[src/rtl/qc_pkg.sv]
// Shared types for the thread quiesce controller.
// Assumes: at most 2**TIDW threads; op encoding fixed at 1 bit.
package qc_pkg;
    typedef enum logic {
        OP_QUIESCE = 1'b0,
        OP_RELEASE = 1'b1
    } qc_op_e;

    typedef enum logic {
        ST_IDLE  = 1'b0,
        ST_DRAIN = 1'b1
    } qc_state_e;
endpackage

[src/rtl/qc_req_filter.sv]
// Classifies one decoded request into quiesce, release or exception.
// Assumes: the request is valid for one cycle only; a drain in progress
// blocks any new request (the issuer is stalled anyway).
module qc_req_filter
    import qc_pkg::*;
(
    input  logic req_valid,
    input  logic req_op,
    input  logic req_cp0_ok,
    input  logic req_spec,
    input  logic req_oldest,
    input  logic cfg_mt_en,
    input  logic draining,
    input  logic quiesced,
    output logic quiesce_go,
    output logic release_go,
    output logic exc_go
);
    logic live;
    logic allowed;

    // Work out which action, if any, the request takes this cycle.
    always_comb begin
        live       = req_valid && !req_spec && req_oldest && !draining;
        allowed    = live && req_cp0_ok && cfg_mt_en;
        exc_go     = live && !req_cp0_ok;
        quiesce_go = allowed && (qc_op_e'(req_op) == OP_QUIESCE) && !quiesced;
        release_go = allowed && (qc_op_e'(req_op) == OP_RELEASE);
    end
endmodule

[src/rtl/qc_drain_fsm.sv]
// Holds the quiesced flag, the held-thread set and the drain sequence.
// Assumes: quiesce_go and release_go are never high together and only in
// the idle state; the control word carries the quiesced flag at bit 0.
module qc_drain_fsm
    import qc_pkg::*;
#(
    parameter int NTHR = 4,
    parameter int TIDW = 2,
    parameter int RIDX = 5,
    parameter int XLEN = 64,
    parameter int CTLW = 32
) (
    input  logic            clk,
    input  logic            rst_n,
    input  logic            quiesce_go,
    input  logic            release_go,
    input  logic            exc_go,
    input  logic [TIDW-1:0] req_tid,
    input  logic [RIDX-1:0] req_dst,
    input  logic [NTHR-1:0] thr_busy,
    output logic [NTHR-1:0] held,
    output logic [NTHR-1:0] kill_spec,
    output logic            draining,
    output logic            quiesced,
    output logic            wb_en,
    output logic [RIDX-1:0] wb_idx,
    output logic [XLEN-1:0] wb_data,
    output logic            exc_cpu
);
    qc_state_e       st;
    logic [RIDX-1:0] dst_q;
    logic [NTHR-1:0] others;
    logic [CTLW-1:0] ctl_word;
    logic            drained;

    // Mask of every thread except the issuer; drain done test.
    always_comb begin
        others  = '1;
        others[req_tid] = 1'b0;
        drained = (thr_busy & held) == '0;
        ctl_word = '0;
        ctl_word[0] = quiesced;
    end

    assign draining = (st == ST_DRAIN);

    // Sequence: accept, wait for held threads to drain, then commit.
    always_ff @(posedge clk) begin
        if (!rst_n) begin
            st        <= ST_IDLE;
            held      <= '0;
            kill_spec <= '0;
            quiesced  <= 1'b0;
            dst_q     <= '0;
            wb_en     <= 1'b0;
            wb_idx    <= '0;
            wb_data   <= '0;
            exc_cpu   <= 1'b0;
        end else begin
            wb_en     <= 1'b0;
            kill_spec <= '0;
            exc_cpu   <= exc_go;
            case (st)
                ST_IDLE: begin
                    if (quiesce_go) begin
                        held      <= others;
                        kill_spec <= others;
                        dst_q     <= req_dst;
                        st        <= ST_DRAIN;
                    end else if (release_go) begin
                        held     <= '0;
                        quiesced <= 1'b0;
                    end
                end
                ST_DRAIN: begin
                    if (drained) begin
                        quiesced <= 1'b1;
                        wb_en    <= (dst_q != '0);
                        wb_idx   <= dst_q;
                        wb_data  <= {{(XLEN-CTLW){ctl_word[CTLW-1]}}, ctl_word};
                        st       <= ST_IDLE;
                    end
                end
                default: st <= ST_IDLE;
            endcase
        end
    end
endmodule

[src/rtl/qc_thread_gate.sv]
// Per-thread gating of fetch, interrupt enable and resume from WAIT/PAUSE.
// Assumes: held is a registered set; all outputs are combinational.
module qc_thread_gate #(
    parameter int NTHR = 4
) (
    input  logic [NTHR-1:0] held,
    input  logic [NTHR-1:0] ext_fetch_en,
    input  logic [NTHR-1:0] thr_ie,
    input  logic [NTHR-1:0] thr_wait,
    input  logic [NTHR-1:0] thr_irq,
    input  logic [NTHR-1:0] thr_pause,
    input  logic [NTHR-1:0] thr_link,
    output logic [NTHR-1:0] fetch_en,
    output logic [NTHR-1:0] eff_irq_en,
    output logic [NTHR-1:0] wake
);
    for (genvar g = 0; g < NTHR; g++) begin : g_thr
        logic wait_rdy;
        logic pause_rdy;
        // Combine both fetch controls and mask a held thread's interrupts.
        always_comb begin
            wait_rdy      = thr_wait[g] && thr_irq[g] && thr_ie[g];
            pause_rdy     = thr_pause[g] && !thr_link[g];
            fetch_en[g]   = ext_fetch_en[g] && !held[g];
            eff_irq_en[g] = thr_ie[g] && !held[g];
            wake[g]       = (wait_rdy || pause_rdy) && !held[g];
        end
    end
endmodule

[src/rtl/thread_quiesce_ctrl.sv]
// Top of the thread quiesce controller: filters requests, runs the drain
// sequence and gates per-thread fetch, interrupts and wake-up.
// Assumes: NTHR >= 2; the request fields are stable while req_valid is high.
module thread_quiesce_ctrl #(
    parameter int NTHR = 4,
    parameter int TIDW = (NTHR > 1) ? $clog2(NTHR) : 1,
    parameter int RIDX = 5,
    parameter int XLEN = 64
) (
    input  logic            clk,
    input  logic            rst_n,
    input  logic            cfg_mt_en,
    input  logic            req_valid,
    input  logic            req_op,
    input  logic [TIDW-1:0] req_tid,
    input  logic [RIDX-1:0] req_dst,
    input  logic            req_cp0_ok,
    input  logic            req_spec,
    input  logic            req_oldest,
    input  logic [NTHR-1:0] thr_busy,
    input  logic [NTHR-1:0] thr_wait,
    input  logic [NTHR-1:0] thr_pause,
    input  logic [NTHR-1:0] thr_link,
    input  logic [NTHR-1:0] thr_irq,
    input  logic [NTHR-1:0] thr_ie,
    input  logic [NTHR-1:0] ext_fetch_en,
    output logic [NTHR-1:0] fetch_en,
    output logic [NTHR-1:0] eff_irq_en,
    output logic [NTHR-1:0] wake,
    output logic [NTHR-1:0] kill_spec,
    output logic            retire_stall,
    output logic            wb_en,
    output logic [RIDX-1:0] wb_idx,
    output logic [XLEN-1:0] wb_data,
    output logic            exc_cpu,
    output logic            quiesced
);
    localparam int CTLW = (XLEN < 32) ? XLEN : 32;

    logic            quiesce_go;
    logic            release_go;
    logic            exc_go;
    logic            draining;
    logic [NTHR-1:0] held;

    qc_req_filter u_filt (
        .req_valid  (req_valid),
        .req_op     (req_op),
        .req_cp0_ok (req_cp0_ok),
        .req_spec   (req_spec),
        .req_oldest (req_oldest),
        .cfg_mt_en  (cfg_mt_en),
        .draining   (draining),
        .quiesced   (quiesced),
        .quiesce_go (quiesce_go),
        .release_go (release_go),
        .exc_go     (exc_go)
    );

    qc_drain_fsm #(
        .NTHR(NTHR), .TIDW(TIDW), .RIDX(RIDX), .XLEN(XLEN), .CTLW(CTLW)
    ) u_fsm (
        .clk        (clk),
        .rst_n      (rst_n),
        .quiesce_go (quiesce_go),
        .release_go (release_go),
        .exc_go     (exc_go),
        .req_tid    (req_tid),
        .req_dst    (req_dst),
        .thr_busy   (thr_busy),
        .held       (held),
        .kill_spec  (kill_spec),
        .draining   (draining),
        .quiesced   (quiesced),
        .wb_en      (wb_en),
        .wb_idx     (wb_idx),
        .wb_data    (wb_data),
        .exc_cpu    (exc_cpu)
    );

    qc_thread_gate #(.NTHR(NTHR)) u_gate (
        .held         (held),
        .ext_fetch_en (ext_fetch_en),
        .thr_ie       (thr_ie),
        .thr_wait     (thr_wait),
        .thr_irq      (thr_irq),
        .thr_pause    (thr_pause),
        .thr_link     (thr_link),
        .fetch_en     (fetch_en),
        .eff_irq_en   (eff_irq_en),
        .wake         (wake)
    );

    // Stall retirement in the accept cycle and for the whole drain.
    assign retire_stall = quiesce_go || draining;
endmodule

[config.mk]
export PLATFORM = sky130hd
export DESIGN_NAME = thread_quiesce_ctrl
export DESIGN_NICKNAME = d
export VERILOG_FILES = /design/src/rtl/qc_pkg.sv /design/src/rtl/qc_req_filter.sv /design/src/rtl/qc_drain_fsm.sv /design/src/rtl/qc_thread_gate.sv /design/src/rtl/thread_quiesce_ctrl.sv
export SDC_FILE = /design/constraint.sdc
export NUM_CORES = 1
export LEC_CHECK = 0
export CORE_MARGIN = 3
export CORE_UTILIZATION = 25
export CTS_BUF_LIST = sky130_fd_sc_hd__clkbuf_16
export DETAILED_ROUTE_END_ITERATION = 8
export GPL_ROUTABILITY_DRIVEN = 0
export PLACE_DENSITY = 0.65
export SLEW_MARGIN = 20
export SYNTH_ARGS = -nofsm -noshare
export SYNTH_HDL_FRONTEND = slang
export SYNTH_SLANG_ARGS = --single-unit
[constraint.sdc]
create_clock -name clk -period 2.3 [get_ports clk]
set_input_delay 0.69 -clock clk [delete_from_list [all_inputs] [get_ports clk]]
set_output_delay 0.69 -clock clk [all_outputs]
set_load 0.05 [all_outputs]
==> flow_metrics.env, run 1 <==
export IMPL_status="complete, no violations"
export IMPL_vias=1312
export IMPL_worstPathRequired_ns=1.61
export IMPL_crit_chain="clkdlybuf4s50_1, nand3_2, a21oi_4, buf_12"
export IMPL_grt_max_degree=30
export IMPL_layout_min_cycle_time_ns=2.289
export IMPL_die_width_um=84.24
export IMPL_grt_ovfl_total=0
export IMPL_power_leakage_uw=0.001081
export IMPL_fin_nets=303
export IMPL_vias_per_cell=3.964
export IMPL_crit_family="buffers and inverters"
export IMPL_cp_arrival_ns=1.60
export IMPL_synth_xor_area_share_pct=0
export IMPL_powerDensity_nw_per_um2=518.1
export IMPL_clockBufferDepth=2
export IMPL_drive_above_1_share_pct=15.83
export IMPL_yosysSeqAreaShare_pct=30.09
export IMPL_cts_root_buf="clkbuf_16"
export IMPL_dieArea_um2=7096
export IMPL_ys_seq_elements=23
export IMPL_drt_wirelength_per_cell_um=11.86
export IMPL_numCtsBuffers=3
export IMPL_syn_avg_cell_area_um2=8.271
export IMPL_finalSetupTns_ns=0
export IMPL_tightest_slew_ns=0.5317
export IMPL_ios=132
export IMPL_crit_fanout=1
export IMPL_netlist_area_um2=1530
export IMPL_start_util_pct=26.80
export IMPL_ant_nets=0
export IMPL_num_antenna_cells=0
export IMPL_fmax_mhz=436.8
export IMPL_drt_wl_total_um=3926
export IMPL_post_synth_num_cell_types=28
export IMPL_final_cell_mix="conb_1, clkdlybuf4s50_1, dfxtp_1"
export IMPL_core_area_um2=5709
export IMPL_hp_class="register to register"
export IMPL_area_delta_synth_final_pct=56.58
export IMPL_drv_cap=0
export IMPL_synth_top_family_by_area="buffers and inverters"
export IMPL_synthSimpleGateAreaFrac_pct=19.95
export IMPL_synthAdderAreaFrac_pct=0
export IMPL_synthCells=185
export IMPL_critPathBufInv=2
export IMPL_cp_slowest_cell="clkdlybuf4s50_1"
export IMPL_drcViolationCount=0
export IMPL_grt_pass1_wl_um=5954
export IMPL_irDropWorstVdd_mv=0.2294
export IMPL_period_share_pct=99.53
export IMPL_cts_max_level=1
export IMPL_first_pass_iters=4
export IMPL_numPortBuffers=68
export IMPL_grt_pass1_vias=1207
export IMPL_holdBufCountCts=0
export IMPL_yosysWarnings=0
export IMPL_clk_latency_ns=0.25
export IMPL_cts_tree="done"
export IMPL_drv_slew=0
export IMPL_clock_sinks=23
export IMPL_nFillCells=583
export IMPL_finalHoldViolCount=0
export IMPL_synth_compound_area_share_pct=11.94
export IMPL_dpl_hpwl_um=3223
export IMPL_synth_mux_area_share_pct=3.925
export IMPL_p_total_uw=1241
export IMPL_critical_path_max_stage_delay_ns=0.47
export IMPL_clock_skew_ns=0.002101
export IMPL_clk_pin_slew_ns=0.06
export IMPL_num_rows=27
export IMPL_end_kind="output port"
export IMPL_layout_commonest_cell="conb_1"
export IMPL_drt_initial_drc_count=60
export IMPL_track_usage_pct=10.39
export IMPL_setup_viol=0
export IMPL_antenna_found_initial=0
export IMPL_critPathKind="primary input to output port"
export IMPL_slew_headroom_pct=64.44
export IMPL_die_h_um=84.24
export IMPL_cp_start_kind="primary input"
==> cell families after synthesis <==
group	count (synthesis)
compound gates	30
buf+inv	72
other cells	1
flops	23
simple gates	53
mux	6
==> flip-flops by register name (all words and copies together), names as in the netlist <==
name	count
u_fsm.wb_idx	5
u_fsm.wb_data	1
u_fsm.wb_en	1
u_fsm.kill_spec	4
u_fsm.exc_cpu	1
u_fsm.quiesced	1
u_fsm.dst_q	5
u_fsm.draining	1
u_fsm.held	4
==> final cells by class <==
cell class	count	area [um2]	area share, %
timing repair buffer	77	892.1	37.23
multi-input combinational	152	863.3	36.03
sequential	23	460.4	19.22
tap	72	90.09	3.760
clock buffer	3	75.07	3.133
inverter	3	11.26	0.4700
clock inverter	1	3.754	0.1567
==> worst min-delay path, stage by stage (launching register included) <==
cell and delay (ns):
dfxtp_1 0.31, nand2_1 0.05, mux2i_1 0.05
==> worst paths after layout <==
kind | startpoint | to | slack, ns | cells past startpoint
max reg2reg | u_fsm.held[0] | u_fsm.wb_idx[4] | 0.89 | 4
min | u_fsm.wb_data[0] | u_fsm.wb_data[0] | 0.46 | 2
max | thr_irq[1] | wake[1] | 0.01 | 4
min reg2reg | u_fsm.wb_data[0] | u_fsm.wb_data[0] | 0.46 | 2
==> power breakdown <==
part	switching, uW	total [uW]	internal, uW
Sequential	2.68	404	401
Clock	130	362	231
Combinational	338	476	138
==> Yosys cell counts (all sizes together) <==
cell     number  share of area [%]
a21oi         9                2.9
a222oi        1               0.65
o21ai         9                2.9
conb          1               0.25
nand4bb       2                1.5
and4bb        2                1.6
inv           3               0.74
a21boi        5                2.5
nand4         2               0.82
buf          67                 33
clkbuf        2               0.49
nor3b         3                1.5
and2b         4                2.1
or3           1               0.41
nand2        19                4.7
o22ai         4                1.6
dfxtp        23                 30
mux2i         6                3.9
nor2b         5                2.0
o211a         1               0.65
and3          1               0.41
nor3          1               0.33
o311a         1               0.65
nand2b        4                1.6
nand3         9                2.9
==> per-layer routing <==
metal  share of wire (%)  global-route usage (%)
met3                 9.4                   2.355
met4                 1.2                   4.386
met2                  50                   17.07
met1                  40                   13.02
met5                   0                       0
==> per-stage QoR <==
stage	setup WS, ns	util, %	std cells	instance area, um2	hold slack (ns)
2_1_floorplan	0.03369	-	247	1763	0.4423
3_3_place_gp	-0.2683	39.01	326	2227	0.4444
3_5_place_dp	-0.3233	39.01	326	2227	0.4494
4_1_cts	0.003135	41.09	331	2346	0.4603
5_1_grt	-0.02232	41.97	331	2396	0.4898
6_report	0.01081	41.97	331	2396	0.4585
==> repair_timing <==
item                                    4_1_cts  5_1_grt
gates resized for setup                      21       11
pin swaps                                     9        6
endpoints found under the hold margin         0        0
endpoints found under the setup margin        5        4
cloned                                        0        0
buffers inserted                              1        0
(Power assumes the default switching activity.)
==> inputs of run 2 (changes only) <==
--- a/config.mk
+++ b/config.mk
@@ -5,6 +5,7 @@
 export SDC_FILE = /design/constraint.sdc
 export NUM_CORES = 1
 export LEC_CHECK = 0
+export ABC_CLOCK_PERIOD_IN_PS = 2300
 export CORE_MARGIN = 3
 export CORE_UTILIZATION = 25
 export CTS_BUF_LIST = sky130_fd_sc_hd__clkbuf_16
==> results of run 2 <==
No change in the layout: final DEF, timing and power equal those of run 1.
==> inputs of run 3 (changes only) <==
--- a/config.mk
+++ b/config.mk
@@ -12,6 +12,7 @@
 export DETAILED_ROUTE_END_ITERATION = 8
 export GPL_ROUTABILITY_DRIVEN = 0
 export PLACE_DENSITY = 0.65
+export SETUP_SLACK_MARGIN = 0.3
 export SLEW_MARGIN = 20
 export SYNTH_ARGS = -nofsm -noshare
 export SYNTH_HDL_FRONTEND = slang
==> run 3 against run 2 <==
Non-clock buffer count down 1. Hold slack worse by 0.0052 ns. Via count unchanged. Highest routed layer unchanged. Global-route usage about the same. Largest cell class is now multi-input gates.
==> flow_metrics.env, run 3 (synthesis results as in run 1) <==
export IMPL_grt_ovfl_total=0
export IMPL_ant_nets=0
export IMPL_dieArea_um2=7096
export IMPL_cp_start_kind="primary input"
export IMPL_cts_tree="done"
export IMPL_core_area_um2=5709
export IMPL_nFillCells=594
export IMPL_placed_cell_area_um2=2290
export IMPL_drt_initial_drc_count=25
export IMPL_grt_max_degree=30
export IMPL_cts_max_level=1
export IMPL_finalHoldViolCount=0
export IMPL_r2r_end="u_fsm.wb_idx[1]"
export IMPL_irDropWorstVdd_mv=0.3156
export IMPL_cp_slowest_cell="and4bb_2"
export IMPL_critical_path_max_stage_delay_ns=0.25
export IMPL_rr_startpoint="u_fsm.held[1]"
export IMPL_worstPathRequired_ns=1.61
export IMPL_drive_above_1_share_pct=24.81
export IMPL_hp_class="register to register"
export IMPL_reg2reg_slack_ns=0.86
export IMPL_clk_pin_slew_ns=0.06
export IMPL_num_rows=27
export IMPL_area_delta_synth_final_pct=53.72
export IMPL_powerDensity_nw_per_um2=532.5
export IMPL_dpl_hpwl_um=3132
export IMPL_critPathKind="primary input to output port"
export IMPL_fin_nets=302
export IMPL_power_share_sequential_pct=32.2
export IMPL_clock_sinks=23
export IMPL_drcViolationCount=0
export IMPL_fin_util_pct=41.20
export IMPL_clockBufferDepth=2
export IMPL_reg2reg_depth=4
export IMPL_power_leakage_uw=0.001114
export IMPL_layout_commonest_cell="conb_1"
export IMPL_power_frac_comb_pct=37.7
export IMPL_status="complete, no violations"
export IMPL_grt_pass1_vias=1211
export IMPL_cts_root_buf="clkbuf_16"
export IMPL_finalSetupTns_ns=0
export IMPL_seq_area_um2=461.7
export IMPL_fmax_mhz=479.8
export IMPL_cp_arrival_ns=1.39
export IMPL_cell_internal_pwr_uw=767.0
export IMPL_antenna_found_initial=0
export IMPL_rsz0062_at_grt="yes"
export IMPL_die_h_um=84.24
export IMPL_reg_top3="u_fsm.dst_q (5), u_fsm.wb_idx (5)"
export IMPL_finalWorstSetupSlack_ns=0.2156
export IMPL_setup_viol=0
export IMPL_ios=132
export IMPL_num_antenna_cells=0
export IMPL_p_sw_uw=485.5
export IMPL_clk_latency_ns=0.26
export IMPL_drt_wl_total_um=3840
export IMPL_track_usage_pct=10.38
export IMPL_multi_input_area_um2=910.9
export IMPL_final_area_um2=2352
export IMPL_crit_fanout=2
export IMPL_drv_slew=0
export IMPL_cts_setup_buffers=0
export IMPL_period_share_pct=90.63
export IMPL_end_kind="output port"
export IMPL_start_util_pct=26.80
export IMPL_final_cell_mix="conb_1, dfxtp_1, nand2_1"
export IMPL_place_ws_ns=-0.1882
export IMPL_power_share_clock_pct=30.1
export IMPL_critPathLaunch="req_oldest"
export IMPL_holdBufCountCts=0
export IMPL_die_width_um=84.24
export IMPL_numPortBuffers=68
export IMPL_swShare_pct=38.76
export IMPL_clock_skew_ns=0.005494
export IMPL_vias=1312
export IMPL_crit_chain="buf_6, and4bb_2, a21oi_4, inv_4, buf_12"
export IMPL_grt_pass1_wl_um=5920
export IMPL_worstSetupEndpoint="retire_stall"
export IMPL_numCtsBuffers=3
export IMPL_drv_cap=0
export IMPL_drt_wirelength_per_cell_um=11.64
export IMPL_layout_min_cycle_time_ns=2.084
export IMPL_holdWs_ns=0.4533
export IMPL_first_pass_iters=4
export IMPL_vias_per_cell=3.976
## run 3: cell types whose count changed in the layout (fill, tap and decap cells not counted), moves of 4 or more
cell,change
clkdlybuf4s15_1,+8
dlymetal6s2s_1,-6
clkbuf_2,+9
buf_2,+4
nor2b_1,-4
dlygate4sd2_1,+9
clkdlybuf4s50_1,-26
## run 3: what timing repair did
item                                    4_1_cts  5_1_grt
resized for setup                            78       20
endpoints found under the setup margin       25        6
endpoints found under the hold margin         0        0
pin swaps                                    11       10
## run 3: layout make-up
class	count	share of cell area [%]
clock buffers	3	3.191
well taps	72	3.830
flip-flops and latches	23	19.63
inverters	3	0.5851
repair buffers	76	33.83
multi-input cells	152	38.72
clock inverters	1	0.2128
## run 3: metrics by stage
stage               instances  power (uW)
floorplan                 247       819.9
global placement          326       886.9
detailed placement        326       888.5
CTS                       330        1260
global route              330        1306
finish                    330        1252
## run 3: worst min-delay path by stage
stage	from	endpoint	slack (ns)	depth (start not counted)
after global routing	u_fsm.wb_data[0]	u_fsm.wb_data[0]	0.48	2
after global placement	u_fsm.wb_data[0]	u_fsm.wb_data[0]	0.45	2
after CTS	u_fsm.wb_idx[3]	u_fsm.wb_idx[3]	0.46	2
after floorplan	u_fsm.dst_q[0]	u_fsm.wb_idx[0]	0.44	2
final	u_fsm.wb_idx[3]	u_fsm.wb_idx[3]	0.45	2
after detailed placement	u_fsm.wb_data[0]	u_fsm.wb_data[0]	0.45	2
## run 3: power by group through the flow
stage | logic [uW] | registers [uW] | clock network, uW
finish | 472 | 404 | 377
global route | 489 | 404 | 413
CTS | 471 | 404 | 386
detailed placement | 476 | 413 | 0
global placement | 474 | 413 | 0
floorplan | 405 | 415 | 0
## run 3: worst max-delay path: cells and delay by family
family,cells,cell delay [ns]
buffers and inverters,3,0.28
AOI/OAI and AO/OA,1,0.18
and+or+nand+nor,1,0.25
## run 3: layer usage
| metal | track usage, % | vias to the layer above | wire [um] |
|---|---|---|---|
| met3 | 3.827 | 2 | 440 |
| met4 | 3.509 | 0 | 28 |
| li1 | - | 643 | - |
| met1 | 11.83 | 586 | 1477 |
| met2 | 17.86 | 81 | 1894 |
| met5 | 0 | - | 0 |
